===== src/rtl/ibi_pool_pkg.sv =====
package ibi_pool_pkg;

    localparam int TADDR_W = 7;
    localparam int CHUNKS_W = 8;
    localparam int LEN_W = 15;

    // Status word layout, bit 31 down to bit 0
    typedef struct packed {
        logic                last;
        logic                err;
        logic [TADDR_W-1:0]  taddr;
        logic [CHUNKS_W-1:0] chunks;
        logic [LEN_W-1:0]    len;
    } ibi_status_t;

endpackage


===== src/rtl/ibi_chunk_walker.sv =====
module ibi_chunk_walker #(
    parameter int IDX_W = 10,
    parameter int OFF_W = 8
) (
    input  logic                   clk,
    input  logic                   rst_n,
    input  logic [2:0]             cfg_code,
    input  logic [IDX_W-1:0]       cfg_total,
    input  logic                   step,
    input  logic                   close,
    output logic                   open_req,
    output logic                   fill,
    output logic [IDX_W+OFF_W-1:0] pool_addr
);
    localparam int AW = IDX_W + OFF_W;
    localparam logic [2:0] MAX_CODE = 3'(OFF_W - 2);

    typedef struct packed {
        logic [IDX_W-1:0] idx;
        logic [OFF_W-1:0] off;
    } walk_t;

    walk_t s_d, s_q;
    logic [2:0]       code_eff;
    logic [3:0]       shift;
    logic [OFF_W-1:0] size_m1;

    always_comb begin
        code_eff  = (cfg_code > MAX_CODE) ? MAX_CODE : cfg_code;
        shift     = {1'b0, code_eff} + 4'd2;
        size_m1   = OFF_W'((AW'(1) << shift) - AW'(1));
        open_req  = (s_q.off == '0);
        fill      = (s_q.off == size_m1);
        pool_addr = (AW'(s_q.idx) << shift) | AW'(s_q.off);

        s_d = s_q;
        if (step) begin
            if (fill || close) begin
                s_d.off = '0;
                s_d.idx = (IDX_W'(s_q.idx + 1'b1) == cfg_total) ? '0 : IDX_W'(s_q.idx + 1'b1);
            end else begin
                s_d.off = s_q.off + 1'b1;
            end
        end
    end

    always_ff @(posedge clk or negedge rst_n) begin
        if (!rst_n) s_q <= '0;
        else        s_q <= s_d;
    end

    AST_CHUNK_IN_POOL: assert property (@(posedge clk) disable iff (!rst_n)
        s_q.idx < cfg_total);
    AST_OFF_IN_CHUNK: assert property (@(posedge clk) disable iff (!rst_n)
        s_q.off <= size_m1);

endmodule


===== src/rtl/ibi_credit_pool.sv =====
module ibi_credit_pool #(
    parameter int CNT_W = 10
) (
    input  logic             clk,
    input  logic             rst_n,
    input  logic [CNT_W-1:0] cfg_total,
    input  logic             take,
    input  logic             ret_valid,
    input  logic [CNT_W-1:0] ret_cnt,
    output logic             no_credit
);
    typedef struct packed {
        logic [CNT_W-1:0] used;
    } credit_t;

    credit_t s_d, s_q;

    always_comb begin
        no_credit = (s_q.used >= cfg_total);
        s_d = s_q;
        s_d.used = s_q.used + CNT_W'(take) - (ret_valid ? ret_cnt : '0);
    end

    always_ff @(posedge clk or negedge rst_n) begin
        if (!rst_n) s_q <= '0;
        else        s_q <= s_d;
    end

    AST_CREDIT_BOUND: assert property (@(posedge clk) disable iff (!rst_n)
        s_q.used <= cfg_total);
    AST_TAKE_NEEDS_CREDIT: assert property (@(posedge clk) disable iff (!rst_n)
        take |-> !no_credit);
    AST_RETURN_NOT_EXCESS: assert property (@(posedge clk) disable iff (!rst_n)
        ret_valid |-> ({1'b0, ret_cnt} <= {1'b0, s_q.used} + (CNT_W+1)'(take)));

endmodule


===== src/rtl/ibi_status_ring.sv =====
module ibi_status_ring #(
    parameter int PTR_W = 8
) (
    input  logic             clk,
    input  logic             rst_n,
    input  logic [PTR_W-1:0] cfg_entries,
    input  logic [PTR_W-1:0] sw_deq,
    input  logic             post,
    output logic [PTR_W-1:0] enq,
    output logic             full
);
    typedef struct packed {
        logic [PTR_W-1:0] enq;
    } ring_t;

    ring_t s_d, s_q;
    logic [PTR_W-1:0] nxt;

    always_comb begin
        nxt  = (PTR_W'(s_q.enq + 1'b1) == cfg_entries) ? '0 : PTR_W'(s_q.enq + 1'b1);
        full = (nxt == sw_deq);
        enq  = s_q.enq;
        s_d  = s_q;
        if (post) s_d.enq = nxt;
    end

    always_ff @(posedge clk or negedge rst_n) begin
        if (!rst_n) s_q <= '0;
        else        s_q <= s_d;
    end

    AST_NO_POST_WHEN_FULL: assert property (@(posedge clk) disable iff (!rst_n)
        post |-> !full);
    AST_ENQ_IN_RING: assert property (@(posedge clk) disable iff (!rst_n)
        s_q.enq < cfg_entries);
    AST_ENQ_ADVANCES: assert property (@(posedge clk) disable iff (!rst_n)
        post |=> s_q.enq != $past(s_q.enq));

endmodule


===== src/rtl/ibi_chunk_pool.sv =====
module ibi_chunk_pool
    import ibi_pool_pkg::*;
#(
    parameter int IDX_W   = 10,
    parameter int OFF_W   = 8,
    parameter int PTR_W   = 8,
    parameter int GRP_MAX = 4
) (
    input  logic                   clk,
    input  logic                   rst_n,
    input  logic [2:0]             cfg_chunk_code,
    input  logic [IDX_W-1:0]       cfg_chunk_total,
    input  logic [PTR_W-1:0]       cfg_ring_entries,
    input  logic [PTR_W-1:0]       sw_deq_ptr,
    input  logic                   credit_ret_valid,
    input  logic [IDX_W-1:0]       credit_ret_cnt,
    input  logic                   in_valid,
    input  logic                   in_start,
    input  logic                   in_last,
    input  logic                   in_err,
    input  logic [6:0]             in_taddr,
    input  logic [7:0]             in_data,
    output logic                   in_ready,
    output logic                   stall,
    output logic                   dwr_valid,
    output logic [IDX_W+OFF_W-1:0] dwr_addr,
    output logic [7:0]             dwr_data,
    output logic                   swr_valid,
    output logic [PTR_W-1:0]       swr_idx,
    output logic [31:0]            swr_word,
    output logic                   irq_ibi_ready,
    output logic                   irq_ring_full
);
    localparam int AW = IDX_W + OFF_W;
    localparam logic [CHUNKS_W-1:0] GRP_LIM = CHUNKS_W'(GRP_MAX);

    typedef struct packed {
        logic [CHUNKS_W-1:0] g_chunks;
        logic [LEN_W-1:0]    g_len;
        logic                g_err;
        logic [TADDR_W-1:0]  taddr;
        logic                dv;
        logic [AW-1:0]       da;
        logic [7:0]          dd;
        logic                sv;
        logic [PTR_W-1:0]    si;
        ibi_status_t         sw;
        logic                irq;
    } top_t;

    top_t s_d, s_q;

    logic           open_req, fill, no_credit, ring_full, accept, post, post_split;
    logic [AW-1:0]  pool_addr;
    logic [PTR_W-1:0] enq;
    logic [CHUNKS_W-1:0] new_chunks;
    logic [LEN_W-1:0]    new_len;
    logic                new_err;
    logic [TADDR_W-1:0]  new_taddr;

    ibi_chunk_walker #(.IDX_W(IDX_W), .OFF_W(OFF_W)) u_walk (
        .clk(clk), .rst_n(rst_n), .cfg_code(cfg_chunk_code), .cfg_total(cfg_chunk_total),
        .step(accept), .close(in_last), .open_req(open_req), .fill(fill), .pool_addr(pool_addr)
    );

    ibi_credit_pool #(.CNT_W(IDX_W)) u_credit (
        .clk(clk), .rst_n(rst_n), .cfg_total(cfg_chunk_total), .take(accept && open_req),
        .ret_valid(credit_ret_valid), .ret_cnt(credit_ret_cnt), .no_credit(no_credit)
    );

    ibi_status_ring #(.PTR_W(PTR_W)) u_ring (
        .clk(clk), .rst_n(rst_n), .cfg_entries(cfg_ring_entries), .sw_deq(sw_deq_ptr),
        .post(post), .enq(enq), .full(ring_full)
    );

    always_comb begin
        stall      = open_req && no_credit;
        in_ready   = !ring_full && !stall;
        accept     = in_valid && in_ready;
        new_chunks = (in_start ? '0 : s_q.g_chunks) + CHUNKS_W'(open_req);
        new_len    = (in_start ? '0 : s_q.g_len) + 1'b1;
        new_err    = (in_start ? 1'b0 : s_q.g_err) | in_err;
        new_taddr  = in_start ? in_taddr : s_q.taddr;
        post_split = !in_last && fill && (new_chunks == GRP_LIM);
        post       = accept && (in_last || post_split);

        s_d     = s_q;
        s_d.dv  = 1'b0;
        s_d.sv  = 1'b0;
        s_d.irq = 1'b0;
        if (accept) begin
            s_d.dv       = 1'b1;
            s_d.da       = pool_addr;
            s_d.dd       = in_data;
            s_d.g_chunks = new_chunks;
            s_d.g_len    = new_len;
            s_d.g_err    = new_err;
            s_d.taddr    = new_taddr;
            if (post) begin
                s_d.sv        = 1'b1;
                s_d.irq       = 1'b1;
                s_d.si        = enq;
                s_d.sw.last   = in_last;
                s_d.sw.err    = new_err;
                s_d.sw.taddr  = new_taddr;
                s_d.sw.chunks = new_chunks;
                s_d.sw.len    = in_last ? new_len : '0;
                s_d.g_chunks  = '0;
                s_d.g_len     = '0;
                s_d.g_err     = 1'b0;
            end
        end
    end

    always_ff @(posedge clk or negedge rst_n) begin
        if (!rst_n) s_q <= '0;
        else        s_q <= s_d;
    end

    assign dwr_valid     = s_q.dv;
    assign dwr_addr      = s_q.da;
    assign dwr_data      = s_q.dd;
    assign swr_valid     = s_q.sv;
    assign swr_idx       = s_q.si;
    assign swr_word      = s_q.sw;
    assign irq_ibi_ready = s_q.irq;
    assign irq_ring_full = ring_full;

    AST_ENTRY_HAS_CHUNK: assert property (@(posedge clk) disable iff (!rst_n)
        swr_valid |-> s_q.sw.chunks != '0);
    AST_SPLIT_FULL_GROUP: assert property (@(posedge clk) disable iff (!rst_n)
        (swr_valid && !s_q.sw.last) |-> (s_q.sw.chunks == GRP_LIM && s_q.sw.len == '0));
    AST_IRQ_WITH_STATUS: assert property (@(posedge clk) disable iff (!rst_n)
        irq_ibi_ready == swr_valid);
    AST_NO_ACCEPT_STALLED: assert property (@(posedge clk) disable iff (!rst_n)
        (stall && in_valid) |=> !($past(open_req) && dwr_valid && !$past(in_ready)));

endmodule


===== config.mk =====
export PLATFORM = sky130hd
export DESIGN_NAME = ibi_chunk_pool
export DESIGN_NICKNAME = d
export VERILOG_FILES = /design/src/rtl/ibi_pool_pkg.sv /design/src/rtl/ibi_chunk_walker.sv /design/src/rtl/ibi_credit_pool.sv /design/src/rtl/ibi_status_ring.sv /design/src/rtl/ibi_chunk_pool.sv
export SDC_FILE = /design/constraint.sdc
export NUM_CORES = 1
export LEC_CHECK = 0
export ABC_AREA = 0
export ABC_CLOCK_PERIOD_IN_PS = 5000
export BUFFER_PORTS_ARGS = -buffer_cell sky130_fd_sc_hd__buf_2
export CELL_PAD_IN_SITES_DETAIL_PLACEMENT = 1
export CELL_PAD_IN_SITES_GLOBAL_PLACEMENT = 2
export CORE_UTILIZATION = 36
export CTS_BUF_LIST = sky130_fd_sc_hd__clkbuf_16
export CTS_CLUSTER_DIAMETER = 50
export DETAILED_ROUTE_END_ITERATION = 8
export PLACE_DENSITY_LB_ADDON = 0.25
export SLEW_MARGIN = 20
export SYNTH_ARGS = -nofsm -noshare
export SYNTH_HDL_FRONTEND = slang
export SYNTH_HIERARCHICAL = 1
export SYNTH_SLANG_ARGS = --single-unit

===== constraint.sdc =====
create_clock -name clk -period 5 [get_ports clk]
set_input_delay 0.75 -clock clk [delete_from_list [all_inputs] [get_ports clk]]
set_output_delay 0.75 -clock clk [all_outputs]
set_load 0.1 [all_outputs]

==> reports/results.ini <==
[synth]
ys_ff_latch = 135
synth_edf_count = 0
netlist_area_sq_um = 9040
yosysSeqAreaShare_pct = 37.4
ys_top_cells_by_area = dfrtp_1 (37%), buf_4 (5.8%), nand2_1 (5.8%)
synth_flop_cell = dfrtp_1
ys_types = 90
synthTopCellsByCount = nand2_1 (140), dfrtp_1 (135), buf_4 (70)
synth_top_cell_by_area = dfrtp_1
yosysWarnings = 6
synthArstFlopShare_pct = 100
yosys.area.top_type_share_pct = 37.4
synth.avg_cell_area_sq_um = 9.45
syn-num-nets = 1057
synthCells = 956
synth_most_common_cell = nand2_1

[place]
port_buffers = 132
gp_congestion = 0.773
hpwl_mm = 16.9

[setup_path]
crit_family = compound AO/OA/AOI/OAI gates
worst-endpoint-required_ps = 5290
critical_path.cell_chain = ha_1, nand3_1, nor2_1, xor3_1, a311oi_2, buf_4, nand3_1, o41ai_4, a21oi_2, nand2_2, clkinv_1, buf_4, a22o_4, o2111ai_1, o221ai_1
path_buf_inv = 3
start_kind = register
critPathMaxStageDelay_ps = 470
crit_arrival_ps = 4450
crit_path_end_kind = register
crit_slowest_cell = dfrtp_2
worstSetupPathType = reg2reg
critPathMaxFanout = 34

[sta]
timing.setup.tns_ps = 0
rsz0062_at_grt = no
finalHoldViolCount = 0
slew_headroom_pct = 34.8
holdWs_ps = 394
drv_slew = 0
setup_viol = 0
fmax_ghz = 0.240
min_period_ps = 4160
post-route-period-util_pct = 83.2
worst_pin_slew_ps = 978
fin_worst_skew_ps = 16.0

[die]
die_h_um = 160
floorplan.initialDensity_pct = 36.9
io_pins = 133
core_area_sq_um = 24500
dieArea_sq_um = 25700
rows = 57
die_w_um = 160

[status]
status = completed

[route]
via_count = 6927
routedWlPerCell_um = 17.3
firstDrtPassIters = 4
routed_wl_mm = 23.2
vias_per_cell = 5.18
ant_nets = 0
drc = 0
drt_iter0_drc = 219

[worst_hold_path]
hold_class = in2async

[cts]
clk_pin_slew_ps = 70
clk_latency_ps = 430
post_cts_buffers = 0
h-tree-depth = 4
cts-resized-gates = 0
cts_sinks = 135
cts_hold_buf = 0
cts_buffer_depth = 2
cts_root_buf = clkbuf_16
cts_tree = built
cts_buffers = 17

[global_route]
use_met3_pct = 2.87
top_usage_layer = met2
grt_use_total_pct = 19.0
grtUsageMet2_pct = 32.7
grt_pass1_wl_mm = 39.0
global_route.overflow_total = 0
grt_max_degree = 102
grt_use_met1_pct = 24.7
antenna_found_initial = 1
grt_pass1_vias = 7295

[power_and_ir_drop]
irDropWorstVdd_mv = 0.422
swShare_pct = 52.6
seqPwrFrac_pct = 26.2
switchingPower_w = 0.00347
p_int_w = 0.00313
leakagePower_nw = 4.73
power.density_nw_per_um2 = 657
combPwrFrac_pct = 54.5
pwr-share-clk_pct = 19.3

[layout]
n_antenna_cell = 0
drive_gt1_share_pct = 23.9
layout.nets = 1101
area_growth_pct = 11.1

[run]
cap_violations = 0

[state kept, by name (all words and copies together), names as in the netlist]
register and cells:
s_q 31, dwr_data 8, u_ring/enq 8, u_walk/s_q 18, irq_ibi_ready 1, dwr_valid 1, swr_word 32, swr_idx 8
dwr_addr 18, u_credit/s_q 10
[cells by family after synthesis]
| family | Yosys count | share of synthesized area [%] |
|---|---|---|
| adders and majority gates | 40 | 5.62 |
| and+or+nand+nor | 311 | 16.8 |
| DFF | 135 | 37.4 |
| xor gates and xnor gates | 70 | 7.10 |
| buffers and inverters | 165 | 10.5 |
| AOI/OAI and AO/OA | 180 | 15.6 |
| muxes | 55 | 6.98 |
[per-layer routing]
metal	wire (um)	vias to the layer above
li1	-	3364
met1	10900	3447
met2	11400	93
met3	554	21
met4	265	2
met5	8	-
[path summary, 6_finish.rpt]
check | start | end | slack [ps] | depth (start not counted)
setup / recovery | u_ring/enq[0] | u_walk/s_q[11] | 840 | 15
hold / removal | rst_n | irq_ibi_ready | 390 | 1
setup reg to reg | u_ring/enq[0] | u_walk/s_q[11] | 840 | 15
hold reg to reg | dwr_addr[1] | dwr_addr[1] | 470 | 2
max in group asynchronous | rst_n | dwr_addr[13] | 3480 | 2
min in group clk | dwr_addr[1] | dwr_addr[1] | 470 | 2
[cell type report]
| cell class | count | area (sq um) |
|---|---|---|
| clock inverter | 15 | 161 |
| multi-input combinational | 656 | 4740 |
| timing repair buffer | 143 | 749 |
| sequential | 135 | 3380 |
| tap | 324 | 405 |
| fill | 2846 | 14400 |
| clock buffer | 17 | 425 |
| inverter | 47 | 179 |
[placed cells by master (no fill, tap or decap), types with 5 or more instances in the layout]
cell	n
nand2_1	139
inv_1	44
ha_1	39
dfrtp_1	134
nor3_1	13
o22ai_1	6
a21oi_1	26
a22o_1	31
o21bai_1	5
o31ai_1	7
nand4_1	8
mux2_1	7
nand2b_1	6
nor2b_1	12
buf_4	11
o221ai_1	6
xor2_1	23
clkbuf_16	17
mux2i_1	18
and3_1	9
xnor2_1	45
o211ai_1	12
mux2_2	25
a21o_1	6
nor2_1	55
o21ai_0	22
o2bb2ai_1	10
buf_2	131
nor4_1	6
nand3_1	25
[worst register-to-register path, delay by kind of cell, from the launching register on]
kind	cells	cell delay (ps)
buffers and inverters	3	990
adders and majority gates	1	260
DFF	1	470
and+or+nand+nor	4	930
AOI/OAI and AO/OA	6	1120
xor gates and xnor gates	1	260
[power groups by stage]
| stage | clock (W) | combinational (W) | sequential [W] |
|---|---|---|---|
| after floorplan | 0 | 0.00329 | 0.00165 |
| after global placement | 0 | 0.00358 | 0.00174 |
| after detailed placement | 0 | 0.00363 | 0.00175 |
| after CTS | 0.00132 | 0.00364 | 0.00174 |
| after global routing | 0.00136 | 0.00388 | 0.00179 |
| final | 0.00127 | 0.00360 | 0.00173 |
[metrics by stage]
stage / setup slack [ps] / cells / total power [W] / util [%] / instance area, sq um
after floorplan: 25.3 / 956 / 0.00494 / - / 9070
after global placement: 776 / 1305 / 0.00533 / 38.6 / 9450
after detailed placement: 700 / 1305 / 0.00538 / 38.6 / 9450
after CTS: 786 / 1337 / 0.00670 / 41.0 / 10000
after global routing: 405 / 1337 / 0.00702 / 41.0 / 10000
final: 842 / 1337 / 0.00659 / 41.0 / 10000
(Power assumes the default switching activity.)
